**src/rtl/tdir_pkg.sv**
```systemverilog
package tdir_pkg;

  typedef enum logic [3:0] {
    OP_LOOKUP  = 4'd0,
    OP_ACCESS  = 4'd1,
    OP_ROOM    = 4'd2,
    OP_ALLOC   = 4'd3,
    OP_FREE    = 4'd4,
    OP_PROBE   = 4'd5,
    OP_TOUCH   = 4'd6,
    OP_SETPERM = 4'd7,
    OP_LKSET   = 4'd8,
    OP_LKCLR   = 4'd9,
    OP_LKTEST  = 4'd10
  } tdir_op_e;

  typedef enum logic [1:0] {
    PERM_NP  = 2'd0,
    PERM_INV = 2'd1,
    PERM_RO  = 2'd2,
    PERM_RW  = 2'd3
  } tdir_perm_e;

  localparam logic [1:0] KIND_LOAD  = 2'd0;
  localparam logic [1:0] KIND_FETCH = 2'd1;

endpackage

```
**src/rtl/tdir_match.sv**
```systemverilog
module tdir_match
  import tdir_pkg::*;
#(
  parameter int WAYS   = 4,
  parameter int ADDR_W = 12
) (
  input  logic [WAYS-1:0]   vld_i,
  input  logic [ADDR_W-1:0] addr_i [WAYS],
  input  logic [1:0]        perm_i [WAYS],
  input  logic [ADDR_W-1:0] key_i,
  output logic [WAYS-1:0]   same_o,
  output logic [WAYS-1:0]   live_o,
  output logic [WAYS-1:0]   open_o
);
  for (genvar w = 0; w < WAYS; w++) begin : g_way
    assign same_o[w] = vld_i[w] && (addr_i[w] == key_i);
    assign live_o[w] = same_o[w] && (perm_i[w] != PERM_NP);
    assign open_o[w] = !vld_i[w] || (perm_i[w] == PERM_NP);
  end
endmodule

```
**src/rtl/tdir_pick.sv**
```systemverilog
module tdir_pick #(
  parameter int WAYS = 4,
  localparam int WB  = $clog2(WAYS)
) (
  input  logic [WAYS-1:0] vec_i,
  output logic            any_o,
  output logic [WB-1:0]   idx_o
);
  always_comb begin
    idx_o = '0;
    for (int i = WAYS - 1; i >= 0; i--) begin
      if (vec_i[i]) idx_o = WB'(i);
    end
  end
  assign any_o = |vec_i;
endmodule

```
**src/rtl/tdir_plru.sv**
```systemverilog
module tdir_plru #(
  parameter int WAYS = 4,
  localparam int LW  = $clog2(WAYS)
) (
  input  logic [WAYS-2:0] tree_i,
  input  logic [LW-1:0]   way_i,
  output logic [WAYS-2:0] tree_o,
  output logic [LW-1:0]   victim_o
);
  logic [LW:0] node_t, node_v;
  logic        bit_t, bit_v;

  // Touch: every node on the path to way_i points to the other half.
  always_comb begin
    tree_o = tree_i;
    node_t = (LW+1)'(1);
    bit_t  = 1'b0;
    for (int lvl = 0; lvl < LW; lvl++) begin
      bit_t = way_i[LW-1-lvl];
      tree_o[int'(node_t) - 1] = ~bit_t;
      node_t = {node_t[LW-1:0], bit_t};
    end
  end

  // Victim: follow node bits from the root, 1 selects the upper half.
  always_comb begin
    victim_o = '0;
    node_v   = (LW+1)'(1);
    bit_v    = 1'b0;
    for (int lvl = 0; lvl < LW; lvl++) begin
      bit_v = tree_i[int'(node_v) - 1];
      victim_o[LW-1-lvl] = bit_v;
      node_v = {node_v[LW-1:0], bit_v};
    end
  end
endmodule

```
**src/rtl/assoc_tag_dir.sv**
```systemverilog
module assoc_tag_dir
  import tdir_pkg::*;
#(
  parameter int ADDR_W = 12,
  parameter int SETS   = 4,
  parameter int WAYS   = 4,
  parameter int IDX_LO = 2,
  parameter int CTX_W  = 4,
  localparam int WB    = $clog2(WAYS)
) (
  input  logic              clk,
  input  logic              rst_n,
  input  logic              req_valid,
  output logic              req_ready,
  input  logic [3:0]        req_op,
  input  logic [ADDR_W-1:0] req_addr,
  input  logic [1:0]        req_kind,
  input  logic [1:0]        req_perm,
  input  logic [CTX_W-1:0]  req_ctx,
  output logic              rsp_valid,
  input  logic              rsp_ready,
  output logic              rsp_hit,
  output logic              rsp_err,
  output logic [WB-1:0]     rsp_way,
  output logic [1:0]        rsp_perm,
  output logic [ADDR_W-1:0] rsp_addr
);
  localparam int SB    = $clog2(SETS);
  localparam int NODES = WAYS - 1;

  logic [WAYS-1:0]   vld_q [SETS];
  logic [NODES-1:0]  lru_q [SETS];
  logic [ADDR_W-1:0] adr_q [SETS][WAYS];
  logic [1:0]        prm_q [SETS][WAYS];
  logic [CTX_W-1:0]  own_q [SETS][WAYS];

  logic [SB-1:0]     set_idx;
  logic [ADDR_W-1:0] cur_adr [WAYS];
  logic [1:0]        cur_prm [WAYS];
  logic [WAYS-1:0]   same_v, live_v, open_v;
  logic              same_any, live_any, open_any;
  logic [WB-1:0]     same_way, live_way, open_way, touch_way, victim;
  logic [NODES-1:0]  lru_next;
  logic              fire, grant;
  tdir_op_e          op;

  // next response and update controls
  logic              n_hit, n_err;
  logic [WB-1:0]     n_way;
  logic [1:0]        n_perm;
  logic [ADDR_W-1:0] n_addr;
  logic              do_touch, do_alloc, do_free, do_perm, do_own;
  logic [CTX_W-1:0]  own_val;

  assign req_ready = !rsp_valid || rsp_ready;
  assign fire      = req_valid && req_ready;
  assign op        = tdir_op_e'(req_op);
  assign set_idx   = req_addr[IDX_LO +: SB];

  always_comb begin
    for (int w = 0; w < WAYS; w++) begin
      cur_adr[w] = adr_q[set_idx][w];
      cur_prm[w] = prm_q[set_idx][w];
    end
  end

  tdir_match #(.WAYS(WAYS), .ADDR_W(ADDR_W)) u_match (
    .vld_i (vld_q[set_idx]),
    .addr_i(cur_adr),
    .perm_i(cur_prm),
    .key_i (req_addr),
    .same_o(same_v),
    .live_o(live_v),
    .open_o(open_v)
  );

  tdir_pick #(.WAYS(WAYS)) u_pick_same (.vec_i(same_v), .any_o(same_any), .idx_o(same_way));
  tdir_pick #(.WAYS(WAYS)) u_pick_live (.vec_i(live_v), .any_o(live_any), .idx_o(live_way));
  tdir_pick #(.WAYS(WAYS)) u_pick_open (.vec_i(open_v), .any_o(open_any), .idx_o(open_way));

  assign touch_way = (op == OP_ALLOC) ? open_way : live_way;

  tdir_plru #(.WAYS(WAYS)) u_plru (
    .tree_i  (lru_q[set_idx]),
    .way_i   (touch_way),
    .tree_o  (lru_next),
    .victim_o(victim)
  );

  assign grant = live_any && ((cur_prm[live_way] == PERM_RW) ||
                 ((cur_prm[live_way] == PERM_RO) &&
                  (req_kind == KIND_LOAD || req_kind == KIND_FETCH)));

  always_comb begin
    n_hit = 1'b0; n_err = 1'b0; n_way = '0; n_perm = '0; n_addr = '0;
    do_touch = 1'b0; do_alloc = 1'b0; do_free = 1'b0;
    do_perm = 1'b0; do_own = 1'b0; own_val = '1;
    case (op)
      OP_LOOKUP: begin
        n_hit = live_any;
        if (live_any) begin n_way = live_way; n_perm = cur_prm[live_way]; end
      end
      OP_ACCESS: begin
        n_hit = grant;
        do_touch = live_any;
        if (live_any) begin n_way = live_way; n_perm = cur_prm[live_way]; end
      end
      OP_ROOM: n_hit = same_any || open_any;
      OP_ALLOC: begin
        if (live_any || !open_any) n_err = 1'b1;
        else begin
          n_hit = 1'b1; n_way = open_way; do_alloc = 1'b1; do_touch = 1'b1;
        end
      end
      OP_FREE: begin
        n_hit = live_any; do_free = live_any;
        if (live_any) n_way = live_way;
      end
      OP_PROBE: begin
        if (same_any || open_any) n_err = 1'b1;
        else begin
          n_hit = 1'b1; n_way = victim;
          n_perm = cur_prm[victim]; n_addr = cur_adr[victim];
        end
      end
      OP_TOUCH: begin
        n_hit = live_any; do_touch = live_any;
        if (live_any) n_way = live_way;
      end
      OP_SETPERM: begin
        n_hit = same_any; do_perm = same_any;
        if (same_any) n_way = same_way;
      end
      OP_LKSET, OP_LKCLR: begin
        n_hit = live_any; n_err = !live_any; do_own = live_any;
        own_val = (op == OP_LKSET) ? req_ctx : '1;
        if (live_any) n_way = live_way;
      end
      OP_LKTEST: begin
        n_hit = live_any && (own_q[set_idx][live_way] == req_ctx);
        n_err = !live_any;
        if (live_any) n_way = live_way;
      end
      default: n_err = 1'b1;
    endcase
  end

  always_ff @(posedge clk or negedge rst_n) begin
    if (!rst_n) begin
      rsp_valid <= 1'b0;
      rsp_hit   <= 1'b0;
      rsp_err   <= 1'b0;
      rsp_way   <= '0;
      rsp_perm  <= '0;
      rsp_addr  <= '0;
      for (int s = 0; s < SETS; s++) begin
        vld_q[s] <= '0;
        lru_q[s] <= '0;
      end
    end else begin
      if (fire) begin
        rsp_valid <= 1'b1;
        rsp_hit   <= n_hit;
        rsp_err   <= n_err;
        rsp_way   <= n_way;
        rsp_perm  <= n_perm;
        rsp_addr  <= n_addr;
        if (do_alloc) vld_q[set_idx][open_way] <= 1'b1;
        if (do_free)  vld_q[set_idx][live_way] <= 1'b0;
        if (do_touch) lru_q[set_idx] <= lru_next;
      end else if (rsp_ready) begin
        rsp_valid <= 1'b0;
      end
    end
  end

  // Entry payload needs no reset: it is only read behind a valid bit.
  always_ff @(posedge clk) begin
    if (fire) begin
      if (do_alloc) begin
        adr_q[set_idx][open_way] <= req_addr;
        prm_q[set_idx][open_way] <= PERM_INV;
        own_q[set_idx][open_way] <= '1;
      end
      if (do_perm) prm_q[set_idx][same_way] <= req_perm;
      if (do_own)  own_q[set_idx][live_way] <= own_val;
    end
  end
endmodule

```
**config.mk**
```make
export PLATFORM = sky130hd
export DESIGN_NAME = assoc_tag_dir
export DESIGN_NICKNAME = d
export VERILOG_FILES = /design/src/rtl/tdir_pkg.sv /design/src/rtl/tdir_match.sv /design/src/rtl/tdir_pick.sv /design/src/rtl/tdir_plru.sv /design/src/rtl/assoc_tag_dir.sv
export SDC_FILE = /design/constraint.sdc
export NUM_CORES = 1
export LEC_CHECK = 0
export BUFFER_PORTS_ARGS = -buffer_cell sky130_fd_sc_hd__buf_4
export CORE_MARGIN = 8
export CORE_UTILIZATION = 55
export CTS_CLUSTER_DIAMETER = 60
export DETAILED_ROUTE_END_ITERATION = 12
export PLACE_DENSITY = 0.75
export SLEW_MARGIN = 20
export SYNTH_ARGS = -nofsm -noshare
export SYNTH_HDL_FRONTEND = slang
export SYNTH_SLANG_ARGS = --single-unit
```
**constraint.sdc**
```tcl
create_clock -name clk -period 3.7 [get_ports clk]
set_input_delay 0.74 -clock clk [delete_from_list [all_inputs] [get_ports clk]]
set_output_delay 0.74 -clock clk [all_outputs]
set_load 0.03 [all_outputs]
```
Yosys cells after proc, flatten, opt, wreduce, memory -nomap -nowiden

Memories as Yosys holds them, arrays and structs flattened.
Index checks and enable logic that the tools add are counted.

Flip-flop bits (word level): 47
Latch bits: 0
Memory bits (writable): 288
ROM bits: 0
Input port bits: 28
Output and inout port bits: 20
Word-level logic and storage cells: 265
Memories kept: 3

Memory list:

| memory | depth | width | rd ports | clocked after Yosys merged registers in | wr ports | RTL line            | RTL |
|---|---|---|---|---|---|---|---|
| adr_q  | 4     | 48    | 1        | 0                                       | 1        | assoc_tag_dir.sv:33 | `logic [ADDR_W-1:0] adr_q [SETS][WAYS];` |
| own_q  | 4     | 16    | 1        | 0                                       | 1        | assoc_tag_dir.sv:35 | `logic [CTX_W-1:0] own_q [SETS][WAYS];` |
| prm_q  | 4     | 8     | 1        | 0                                       | 1        | assoc_tag_dir.sv:34 | `logic [1:0] prm_q [SETS][WAYS];` |

Add/subtract/negate cells: 2
$mul: 0
Div/mod/pow operators: 0
Order comparisons: 16
Equal/unequal tests: 18
Shift operators: 0
Mux-type cells: 121
Bitwise gates (word level): 34
Reductions and logical operators: 57

Operator list:

| cell                | number |
|---|---|
| $mux 16             | 5 |
| $lt 32x4->1 const B | 2 |
| $mux 12             | 5 |
| $mux 2              | 25 |
| $eq 12x12->1        | 4 |
| $mux 48             | 1 |
| $mux 1              | 45 |
| $mux 4              | 10 |
| $demux 4 s2         | 4 |
| $ge 32x1->1 const B | 1 |
| $bmux 12 s2         | 1 |
| $demux 12 s2        | 1 |
| $or 1x1->1          | 24 |
| $logic_and 1x1->1   | 19 |
| $and 16x16->16      | 1 |
| $bmux 4 s2          | 2 |
| $eq 4x3->1 const B  | 4 |
| $mux 8              | 2 |
| $not 16->16         | 1 |
| $or 16x16->16       | 1 |
| $ge 3x3->1 const B  | 5 |
| $not 2->3           | 5 |
| $bwmux 12           | 1 |
| $eq 4x4->1 const B  | 3 |
| 35 further kinds    | 76 |

Longest topological paths before layout

Gate-level depths: netlist of the first run.

Depth in word-level cells: 21
Mapped depth: 17
Mapped depth without buffers: 11

Modules after synthesis

A second synthesis of the first run with hierarchy kept.

Cell total of the unflattened synthesis: 887
Area, all modules: 14564.0 um^2

By module, submodules not included:

| module        | times used | cells an instance | area an instance (um^2) | seq. area each (um^2) |
|---|---|---|---|---|
| assoc_tag_dir | 1          | 772               | 13795.7                 | 9824.4 |
| tdir_match    | 1          | 86                | 609.3                   | 0.0 |
| tdir_pick     | 3          | 7                 | 35.0                    | 0.0 |
| tdir_plru     | 1          | 8                 | 53.8                    | 0.0 |

Worst setup path after synthesis of the first run

Ideal clock, no wire load.

Path kind: input port to flip-flop
Start point: input port req_addr[2]
End point: memory adr_q[1][0] in the netlist's numbering (enable)
Library setup time: 0.382 ns
Arrival: 3.904 ns
Setup slack: -0.586 ns
Cell stages on the path: 13
Cells stage by stage: buf_6 -> buf_4 -> buf_4 -> buf_4 -> mux4_2 -> or2_1 -> nand2_1 -> buf_2 -> nand4_1 -> nor2_1 -> nand2_1 -> or2_2 -> nor2_1

Longest elaborated chain between the ends: 16
Elaborated cells between the ends (all ways): 53

RTL lines:

| element                                                        | RTL line             | RTL |
|---|---|---|
| from (decl)                                                    | assoc_tag_dir.sv:16  | `input logic [ADDR_W-1:0] req_addr,` |
| $not 2->3 (not written as such)                                | assoc_tag_dir.sv:68  | `.vld_i (vld_q[set_idx]),` |
| $bmux 4 s2                                                     | assoc_tag_dir.sv:68  |  |
| $mux 4 (not written as such) (2 in a row)                      | assoc_tag_dir.sv:68  |  |
| $logic_not 1->1                                                | tdir_match.sv:18     | `assign open_o[w] = !vld_i[w] \|\| (perm_i[w] == PERM_NP);` |
| $logic_or 1x1->1                                               | tdir_match.sv:18     |  |
| $mux 2 (4 in a row)                                            | tdir_pick.sv:12      | `if (vec_i[i]) idx_o = WB'(i);` |
| $not 2->3 (not written as such)                                | assoc_tag_dir.sv:181 | `adr_q[set_idx][open_way] <= req_addr;` |
| $ge 3x3->1 (not written as such) or $lt 3x1->1 (tied branches) | assoc_tag_dir.sv:181 |  |
| $logic_and 1x1->1 (not written as such)                        | assoc_tag_dir.sv:181 |  |
| $mux 12 (not written as such)                                  | assoc_tag_dir.sv:181 |  |
| $demux 12 s2                                                   | assoc_tag_dir.sv:181 |  |
| $mux 48 (not written as such)                                  | assoc_tag_dir.sv:181 |  |
| to (decl)                                                      | assoc_tag_dir.sv:33  |  |

Parallel ways exist; a longest one is shown, timed or not. The select of a mux whose other input is x is not followed.

Worst setup path in the final report of the first run

Start point: input port req_addr[2]
End point: register lru_q[11] in the netlist's numbering

Longest elaborated chain between the ends: 18
Elaborated cells between the ends (all ways): 67

RTL lines:

| element                                               | RTL line             | RTL |
|---|---|---|
| branches (longest 18 deep; another with $mem_v2 4x48) | --                   |  |
| to (signal, indexed assignment)                       | assoc_tag_dir.sv:170 | `if (do_touch) lru_q[set_idx] <= lru_next;` |
| to (decl)                                             | assoc_tag_dir.sv:32  | `logic [NODES-1:0] lru_q [SETS];` |

Several ways; the timed one is not identified. The select of a mux whose other input is x is not followed.
A chain may end at the register's enable or synchronous reset.

==> results by group, run 1 <==
STA
  • Final Cycle Share: 1.01
  • Fin. Hold Viols: 0
  • Slew headroom: 0.413
  • Worst-Margin Slew: 0.872 ns
  • Final worst slack: -0.0269 ns
  • Final Slew Violations: 0
  • RSZ-0062 raised after global routing: yes
  • TNS Setup: -0.130 ns
  • Hold slack: 0.212 ns
  • Max Fclk: 0.268 GHz
  • Final setup fails: 10
  • Min Tclk post-route: 3.73 ns
  • Worst Clk Skew: 0.0271 ns

Final layout
  • Inserted Diodes: 0
  • Layout area overhead: 24.5%
  • Nets@finish: 1,310
  • Proportion of layout cells with a drive suffix above 1: 0.382

Drt
  • 1st-pass router iterations: 6
  • Residual DRC count: 0
  • 1st-iter DRT viols: 1,462
  • Via density: 6.37
  • Remaining antenna violation count: 0
  • Routed WL: 42.7 mm
  • DR vias: 10,800
  • Wire per inst: 25.2 um

Synthesis
  • Cell count after synthesis: 1,057
  • Post-synth ARST share: 0.140
  • Synth area leader: edfxtp_1
  • Commonest cells in the netlist: edfxtp_1, nor2_1, mux4_2
  • Netlist cell types: 81
  • Mapped Area: 0.0158 mm2
  • Synthesized Nets: 1,085
  • Count leader, synth: edfxtp_1
  • Syn Area/Cell: 15.0 um2
  • Syn. warnings: 0
  • Post-synth EDFFs: 288
  • Most used DFF post-synth: edfxtp_1
  • Seq/Total Area, Yosys: 0.621
  • Largest cells by area after synthesis: edfxtp_1, mux4_2, dfrtp_1, nor2_1, xnor2_1
  • Area share of the largest cell type after synthesis: 0.547
  • Number of synthesized register bits: 335

Floorplan
  • Die area: 0.0344 mm2
  • Initial Utilization: 0.554
  • Die X: 186 um
  • Num ports: 48
  • Core Area: 0.0285 mm2
  • Die height: 186 um
  • Std-Cell Rows: 62

Critical path
  • CP endpoint kind: flop
  • CP Class: primary input to flop
  • Crit path cell chain: buf_16, buf_12, buf_12, mux4_2, xor2_1, or4_4, or4_4, nand4_1, and2_1, o21ai_1, a211oi_2, buf_4, nand2_2, mux2_4
  • Slowest Stage Delay on Critical Path: 0.57 ns
  • Slowest-stage cell, CP: or4_4
  • Critical Path RT: 4.10 ns
  • Crit path DAT: 4.12 ns
  • CP startpoint kind: primary input
  • Crit path max fanout: 8

Pwr
  • Leak: 7.12 nW
  • Design Power: 8.34 mW
  • Worst vdd ir: 276 uV
  • Total power divided by cell area: 424 mW/mm2

Placed design
  • Final Wtd Congestion: 0.917
  • Setup WS pre-CTS: -0.652 ns
  • DP HPWL: 29.3 mm
  • Input/output buffers: 46

GRT
  • GRT Resource Usage Total: 0.249
  • Pin count of the biggest net entering global routing: 48
  • Total grt overflow: 0
  • Initial antenna violation count: 2
  • First-pass GRT wire length: 63.9 mm
  • Vias in the first global route: 10,700

Run status
  • Failing checks: setup timing
  • Status: finished with violations

Clock tree
  • Clock-pin slew on the worst setup and hold paths: 0.06 ns
  • H-tree depth: 2
  • Root Driver: clkbuf_16
  • Clock latency at the later pin of the worst-skew pair: 0.54 ns
  • Sink Count: 335
  • Clock Tree Buf Depth: 3
  • CTS Buf Count: 35
  • CTS tree: yes
  • # hold bufs at CTS: 0

Job
  • Max_cap viols: 0

Min path
  • Hold Crit Class: primary input to asynchronous set/reset pin
logic make-up after synthesis:
kind of cell    Yosys count  share of synthesized area
buf+inv                  79                     0.0233
simple gates            316                     0.0967
mux                     144                      0.173
xor+xnor                 51                     0.0282
compound gates          132                     0.0581
flops                   335                      0.621
cell usage in the layout, fill, tap and decap left out, drive strengths merged, types with 13 or more instances in the layout:
cell    Yosys  routed
a21oi      34      34
buf        29     254
clkbuf     37      41
clkinv      1      15
dfrtp      47      47
edfxtp    288     288
inv        12      13
mux2       21      21
mux2i      22      22
mux4      101     101
nand2      87      87
nand2b     14      14
nand3      15      15
nor2      111     111
nor3       15      15
o21ai      27      27
xnor2      40      40
layout make-up:
cell class / instances / area (um2)
Clock buffer: 41 / 898
Inverter: 13 / 52.6
Clock inverter: 20 / 186
Timing Repair Buffer: 254 / 2240
Sequential cell: 335 / 9820
Fill cell: 1883 / 8850
Multi-Input combinational cell: 643 / 6020
Tap cell: 384 / 480
flip-flops by register name (all words and copies together), names as in the netlist:
register   flops
adr_q        192
lru_q         12
own_q         64
prm_q         32
rsp_addr      12
rsp_err        1
rsp_hit        1
rsp_perm       2
rsp_valid      1
rsp_way        2
vld_q         16
routing by layer:
metal | vias to the layer above | wire, um | GRT usage
met5 | - | 13 | 0
met4 | 2 | 1060 | 0.0734
met3 | 86 | 4570 | 0.0504
met2 | 658 | 19900 | 0.386
met1 | 5429 | 17200 | 0.356
li1 | 4595 | - | -
worst max-delay path: cells and delay by family:
family	cells	cell delay [ns]
compound gates	2	0.28
xor+xnor	1	0.18
buf+inv	4	0.55
mux	2	0.84
simple gates	5	1.53
per-stage QoR:
stage,cell area [um2],instances,util
after floorplan,16100,1057,-
final,19700,1690,0.690
after detailed placement,18100,1609,0.634
after global routing,19700,1690,0.690
after global placement,18100,1609,0.634
after CTS,19300,1679,0.678
repair_timing:
item                       4_1_cts  5_1_grt
setup endpoints to repair       94      283
cloned                           1        0
buffers inserted                 8       11
resized for setup               16       43
pin swaps                        7       17
final timing paths:
| kind | from | endpoint | slack, ns | cells past startpoint |
|---|---|---|---|---|
| worst max-delay path | req_addr[2] | lru_q[11]$_DFFE_PN0P_ | -0.03 | 14 |
| worst min-delay path | rst_n | rsp_addr[5]$_DFFE_PN0P_ | 0.21 | 1 |
| worst max register to register | adr_q[3][16]$_DFFE_PP_ | rsp_hit$_DFFE_PN0P_ | 0.03 | 13 |
| worst min register to register | rsp_perm[1]$_DFFE_PN0P_ | rsp_perm[1]$_DFFE_PN0P_ | 0.48 | 2 |
| max in group asynchronous | rst_n | rsp_hit$_DFFE_PN0P_ | 3.05 | 1 |
| min in group clk | req_valid | rsp_valid$_DFFE_PN0P_ | 0.44 | 2 |
power by group:
group,switching [mW],total [mW],internal [mW]
registers,0.0166,4.13,4.11
logic,0.444,0.816,0.373
clock network,1.44,3.39,1.95
total,1.90,8.34,6.44
Power figures use the tool's default switching activity.
==> inputs of run 2 (changes only) <==
ABC_CLOCK_PERIOD_IN_PS = 3700   (was default)
CELL_PAD_IN_SITES_DETAIL_PLACEMENT = 0   (was default)
CELL_PAD_IN_SITES_GLOBAL_PLACEMENT = 1   (was default)
CORE_UTILIZATION = 53   (was 55)
PLACE_DENSITY = 0.83   (was 0.75)
==> run 2 against run 1 <==
Effect of this change: the run now ends clean; clock skew shrank 0.0089 ns; flip-flop and latch count unchanged; combinational power about the same; sequential share of layout area decreased by 0.37 points; non-clock buffer count grew 15; global-route usage down 1.8 points; critical path type unchanged; critical endpoint is now lru_q[9]$_DFFE_PN0P_; highest routed layer unchanged.
==> results by group, run 2 (synthesis gave the netlist of run 1 again) <==
Run status
  • Status: finished, final reports clean

Drt
  • Remaining antenna violation count: 0 (unchanged)
  • DR WL met3: 4.39 mm (-3.8%)
  • Met1 wire length: 16.7 mm (-2.5%)
  • Residual DRC count: 0 (unchanged)
  • DR vias: 10,500 (-2.8%)
  • Routed WL: 41.1 mm (-3.6%)
  • 1st-iter DRT viols: 1,268 (-13%)
  • Highest metal used: met5
  • Metal2 WL: 18.9 mm (-4.9%)
  • Via density: 6.10 (-4.2%)
  • Wire per inst: 24.0 um (-5.0%)
  • 1st-pass router iterations: 5 (-1)

Final layout
  • Inserted Diodes: 0 (unchanged)
  • Largest Register: adr_q
  • Largest register FFs: 192 (unchanged)
  • Area of the multi-input gates: 0.00594 mm2 (-1.4%)
  • Fin area: 0.0198 mm2 (+0.75%)
  • Fillers: 2,032 (+7.9%)
  • Largest regs: adr_q: 192 flops, own_q: 64 flops, prm_q: 32 flops
  • Sequential cell area: 0.00982 mm2 (unchanged)
  • Proportion of layout cells with a drive suffix above 1: 0.383 (+0.00131)
  • Layout Utilization: 0.673 (-0.0168)
  • Commonest non-fill, non-tap cell in the layout: edfxtp_1
  • Most frequent cells in the layout: edfxtp_1, buf_4, mux4_2, nor2_1, nand2_1
  • Nets@finish: 1,326 (+1.2%)
  • Layout area overhead: 25.5%

Pwr
  • Logic pwr share: 0.095 (-0.003)
  • Total power divided by cell area: 434 mW/mm2 (+2.6%)
  • NetSw: 1.92 mW (+0.76%)
  • Pint: 6.71 mW (+4.1%)
  • Worst vdd ir: 281 uV (+2.0%)
  • Clock power share: 0.426 (+0.019)
  • Leak: 7.22 nW (+1.5%)
  • Design Power: 8.62 mW (+3.4%)
  • Sw frac: 0.222 (-0.00573)
  • Sequential power share: 0.479 (-0.016)

Critical path
  • Slowest Stage Delay on Critical Path: 0.52 ns (-0.05 ns)
  • CP startpoint kind: primary input
  • CP endpoint kind: flop
  • Slowest-stage cell, CP: mux4_2
  • Top delay family on crit path: simple AND/OR/NAND/NOR gates
  • Critical R2R Launch: adr_q[0][22]$_DFFE_PP_
  • CP Buf/Inv Count: 5 (+1)
  • Critical Path Start: req_addr[2]
  • Crit path max fanout: 15 (+7)
  • Crit path cell chain: buf_12, buf_16, buf_4, mux4_2, xnor2_2, nand4_1, nor4_4, nand2_1, buf_4, and4_1, nor2_2, nand2_1, a211oi_2, buf_4, nand2_1, mux2_2
  • CP Class: primary input to flop
  • Critical Path RT: 4.10 ns (about the same)
  • Crit path DAT: 4.05 ns (-0.07 ns)

Floorplan
  • Initial Utilization: 0.537 (-0.0175)
  • Std-Cell Rows: 63 (+1.6%)
  • Die area: 0.0356 mm2 (+3.4%)
  • Die X: 189 um (+1.7%)
  • Num ports: 48 (unchanged)
  • Core Area: 0.0295 mm2 (+3.3%)
  • Die height: 189 um (+1.7%)

GRT
  • Pin count of the biggest net entering global routing: 48 (unchanged)
  • Initial antenna violation count: 2 (unchanged)
  • Total grt overflow: 0 (unchanged)
  • Vias in the first global route: 10,700 (-0.37%)
  • GRT Resource Usage Total: 0.231 (-0.0185)
  • First-pass GRT wire length: 62.8 mm (-1.8%)

Job
  • Max_cap viols: 0 (unchanged)

STA
  • Final setup fails: 0 (-10)
  • TNS Setup: 0 ns (+0.130 ns)
  • Fin. Hold Viols: 0 (unchanged)
  • Min Tclk post-route: 3.65 ns (-0.0740 ns)
  • RSZ-0062 raised after global routing: yes
  • Hold slack: 0.231 ns (+0.0189 ns)
  • Worst Clk Skew: 0.0182 ns (-0.00891 ns)
  • Final Slew Violations: 0 (unchanged)
  • Final Cycle Share: 0.987 (-0.0200)
  • Worst-Margin Slew: 0.664 ns (-0.208 ns)
  • Max Fclk: 0.274 GHz (+2.0%)
  • Slew headroom: 0.553 (+0.140)

Clock tree
  • Clock latency at the later pin of the worst-skew pair: 0.52 ns (-0.02 ns)
  • CTS tree: yes
  • # hold bufs at CTS: 0 (unchanged)
  • Sink Count: 335 (unchanged)
  • Clock-pin slew on the worst setup and hold paths: 0.06 ns (about the same)
  • CTS Buf Count: 36 (+2.9%)
  • Root Driver: clkbuf_16
  • H-tree depth: 2 (unchanged)
  • Clock Tree Buf Depth: 3 (unchanged)

Placed design
  • Cell Area, Placed: 0.0182 mm2 (+0.65%)
  • Input/output buffers: 46 (unchanged)
  • Final Wtd Congestion: 0.894 (-2.5%)
  • DP HPWL: 28.8 mm (-1.8%)

Min path
  • Hold Crit Class: primary input to asynchronous set/reset pin
-- run 2: final timing paths --
path	end	slack, ns	cells past startpoint
min in group clk	rsp_valid$_DFFE_PN0P_	0.44	2
worst max register to register	rsp_hit$_DFFE_PN0P_	0.13	13
max in group asynchronous	vld_q[10]$_DFFE_PN0P_	3.04	1
worst min register to register	rsp_addr[0]$_DFFE_PN0P_	0.48	2
worst min-delay path	rsp_addr[9]$_DFFE_PN0P_	0.23	1
worst max-delay path	lru_q[9]$_DFFE_PN0P_	0.05	16
-- run 2: power by group through the flow --
stage	registers (mW)	clock network [mW]	logic (mW)
after floorplan	4.21	0	0.445
after global placement	4.21	0	0.760
after detailed placement	4.21	0	0.771
after CTS	4.13	3.71	0.793
after global routing	4.13	3.84	0.870
final	4.13	3.67	0.818
-- run 2: cell type report --
cell class / instances / area share
multi-input cells: 643 / 0.299
inverters: 13 / 0.00265
repair buffers: 269 / 0.117
well taps: 390 / 0.0246
clock inverters: 27 / 0.0136
clock buffers: 38 / 0.0479
flip-flops and latches: 335 / 0.495
-- run 2: per-stage QoR --
step           worst slack [ns]  instances
6_report                 0.0472       1715
5_1_grt                 -0.0643       1715
4_1_cts                 0.00526       1699
3_5_place_dp             -0.617       1628
3_3_place_gp             -0.543       1628
2_1_floorplan            -0.195       1057
-- run 2: layer usage --
layer / up-vias / GRT usage
met5: - / 0
met4: 2 / 0.0676
met3: 79 / 0.0636
met2: 524 / 0.356
met1: 5226 / 0.318
li1: 4635 / -
-- run 2: timing repair --
item,CTS,global route
gates resized for setup,8,23
endpoints found under the setup margin,23,154
buffers inserted,6,16
pin swaps,1,11
==> inputs of run 3 (changes only) <==
ABC_CLOCK_PERIOD_IN_PS = 4150   (was 3700)
SETUP_SLACK_MARGIN = 0.3   (was default)
clock period = 4.15 ns   (was 3.7 ns; I/O delays follow)
==> run 3 against run 2 <==
Effect of this change: count of clock-buffer cells in the layout rose by 3; largest power group unchanged; worst hold slack improved by 0.069 ns; cell area fell by 1.4%; clock skew rose by 0.011 ns; first-iteration DRC count rose by 3.2%; setup slack improved by 0.36 ns.
==> results by group, run 3 (synthesis gave the netlist of run 1 again) <==
Clock tree
  • Root Driver: clkbuf_16
  • Clock latency at the later pin of the worst-skew pair: 0.54 ns (+0.02 ns)
  • Sink Count: 335 (unchanged)
  • # hold bufs at CTS: 0 (unchanged)
  • H-tree depth: 2 (unchanged)
  • CTS tree: yes
  • Clock-pin slew on the worst setup and hold paths: 0.06 ns (about the same)
  • CTS Buf Count: 37 (+2.8%)
  • Clock Tree Buf Depth: 3 (unchanged)

Critical path
  • CP startpoint kind: primary input
  • FF-to-FF path depth: 12 (-1)
  • CP Class: primary input to flop
  • Crit path DAT: 4.19 ns (+0.14 ns)
  • Slowest-stage cell, CP: or4b_4
  • Reg-to-reg setup timing slack: 0.52 ns (+0.39 ns)
  • Critical Path RT: 4.60 ns (+0.50 ns)
  • Crit path cell chain: buf_16, buf_4, mux4_2, xnor2_2, nand2_1, or2_4, or4b_4, buf_6, or3_4, o32ai_4, nor3_2, xor2_1, or4_1, o21ai_1
  • Critical R2R Launch: adr_q[3][16]$_DFFE_PP_
  • CP endpoint kind: flop
  • Crit Reg-Reg Endpoint: rsp_hit$_DFFE_PN0P_
  • Crit path max fanout: 10 (-5)
  • Slowest Stage Delay on Critical Path: 0.54 ns (+0.02 ns)

GRT
  • First-pass GRT wire length: 62.6 mm (-0.18%)
  • Total grt overflow: 0 (unchanged)
  • Vias in the first global route: 10,500 (-1.9%)
  • Initial antenna violation count: 0 (-2)
  • Pin count of the biggest net entering global routing: 48 (unchanged)
  • GRT Resource Usage Total: 0.230 (-0.00109)

Placed design
  • Placed insts: 1,609 (-1.2%)
  • Final Wtd Congestion: 0.953 (+6.6%)
  • Cell Area, Placed: 0.0181 mm2 (-0.84%)
  • Setup WS pre-CTS: -0.289 ns (+0.328 ns)
  • Input/output buffers: 46 (unchanged)
  • DP HPWL: 28.5 mm (-0.91%)

STA
  • Final setup fails: 0 (unchanged)
  • Final Slew Violations: 0 (unchanged)
  • Min Tclk post-route: 3.75 ns
  • Worst-Margin Slew: 0.831 ns (+0.167 ns)
  • Final Cycle Share: 0.903
  • Slew headroom: 0.444 (-0.108)
  • Worst Clk Skew: 0.0293 ns (+0.0111 ns)
  • Max Fclk: 0.267 GHz
  • RSZ-0062 raised after global routing: no
  • Fin. Hold Viols: 0 (unchanged)
  • Final worst slack: 0.404 ns (+0.356 ns)

Final layout
  • Largest register FFs: 192 (unchanged)
  • Largest regs: adr_q: 192 flops, own_q: 64 flops, prm_q: 32 flops
  • Most frequent cells in the layout: edfxtp_1, buf_4, mux4_2, nor2_1, nand2_1
  • Nets@finish: 1,290 (-2.7%)
  • Sequential cell area: 0.00982 mm2 (unchanged)
  • Layout Utilization: 0.664 (-0.00929)
  • Commonest non-fill, non-tap cell in the layout: edfxtp_1
  • Inserted Diodes: 0 (unchanged)
  • Fillers: 2,098 (+3.2%)
  • Fin area: 0.0196 mm2 (-1.4%)
  • Layout area overhead: 23.7%
  • Final std cells w/o fill: 1,681 (-2.0%)
  • Proportion of layout cells with a drive suffix above 1: 0.361 (-0.0224)
  • Largest Register: adr_q
  • Area of the multi-input gates: 0.00583 mm2 (-1.7%)

Floorplan
  • Std-Cell Rows: 63 (unchanged)
  • Initial Utilization: 0.537 (unchanged)
  • Die height: 189 um (unchanged)
  • Core Area: 0.0295 mm2 (unchanged)
  • Num ports: 48 (unchanged)
  • Die X: 189 um (unchanged)
  • Die area: 0.0356 mm2 (unchanged)

Pwr
  • Design Power: 7.85 mW (-9.0%)
  • Total power divided by cell area: 401 mW/mm2 (-7.7%)
  • Worst vdd ir: 285 uV (+1.4%)
  • Leak: 7.08 nW (-2.0%)

Drt
  • Residual DRC count: 0 (unchanged)
  • Met1 wire length: 17.0 mm (+1.4%)
  • Metal2 WL: 18.8 mm (-0.45%)
  • Remaining antenna violation count: 0 (unchanged)
  • 1st-pass router iterations: 5 (unchanged)
  • DR vias: 10,300 (-1.5%)
  • Highest metal used: met4
  • DR WL met3: 4.33 mm (-1.5%)
  • 1st-iter DRT viols: 1,309 (+3.2%)
  • Wire per inst: 24.4 um (+1.7%)
  • Via density: 6.13 (+0.46%)
  • Routed WL: 41.0 mm (-0.35%)

Job
  • Max_cap viols: 0 (unchanged)

Min path
  • Hold Crit Class: primary input to asynchronous set/reset pin

Run status
  • Status: finished, final reports clean
run 3: cell count changes in the layout (fill, tap and decap cells not counted), moves of 3 or more:
| cell | previous run | this run |
|---|---|---|
| clkbuf_1 | 0 | 3 |
| buf_4 | 242 | 204 |
| nor2_4 | 16 | 9 |
| buf_12 | 21 | 18 |
| clkinv_1 | 12 | 4 |
| clkinv_2 | 6 | 11 |
| nor2_2 | 7 | 13 |
run 3: worst max path at each step:
stage / from / to / cells past startpoint
3_5_place_dp: req_addr[2] / rsp_hit$_DFFE_PN0P_ / 13
4_1_cts: req_addr[2] / rsp_hit$_DFFE_PN0P_ / 14
3_3_place_gp: req_addr[2] / lru_q[8]$_DFFE_PN0P_ / 13
2_1_floorplan: req_addr[2] / rsp_hit$_DFFE_PN0P_ / 13
5_1_grt: req_addr[2] / rsp_hit$_DFFE_PN0P_ / 14
6_report: req_addr[2] / rsp_hit$_DFFE_PN0P_ / 14
run 3: area by class of cell:
type / count / share of cell area
well taps: 390 / 0.0249
clock buffers: 41 / 0.0492
repair buffers: 232 / 0.106
flip-flops and latches: 335 / 0.502
clock inverters: 27 / 0.0176
multi-input cells: 643 / 0.298
inverters: 13 / 0.00249
run 3: worst max-delay path, delay by kind of cell:
| kind | cells | cell delay, ns |
|---|---|---|
| muxes | 1 | 0.53 |
| buffers and inverters | 3 | 0.42 |
| and+or+nand+nor | 6 | 1.80 |
| xor gates and xnor gates | 2 | 0.33 |
| AOI/OAI and AO/OA | 2 | 0.27 |
run 3: timing repair:
action / CTS / global route
resized for setup: 5 / 22
endpoints found under the setup margin: 13 / 245
gates cloned: 0 / 2
pin swaps: 0 / 4
setup buffers: 0 / 2
run 3: power breakdown:
group	total [mW]	switching, mW	leakage (nW)	internal, mW
registers	3.68	0.0134	3.42	3.67
clock network	3.48	1.35	0.640	2.13
logic	0.686	0.379	3.02	0.307
total	7.85	1.74	7.08	6.10
run 3: metal layers:
layer | up-vias | track usage
li1 | 4560 | -
met1 | 5205 | 0.325
met2 | 467 | 0.351
met3 | 74 | 0.0614
met4 | 0 | 0.0562
met5 | - | 0
run 3: per-stage QoR:
step / hold WS (ns) / TNS [ns]
finish: 0.300 / 0
global route: 0.349 / 0
CTS: 0.325 / 0
detailed placement: 0.473 / -39.57
global placement: 0.462 / -24.86
floorplan: 0.474 / 0
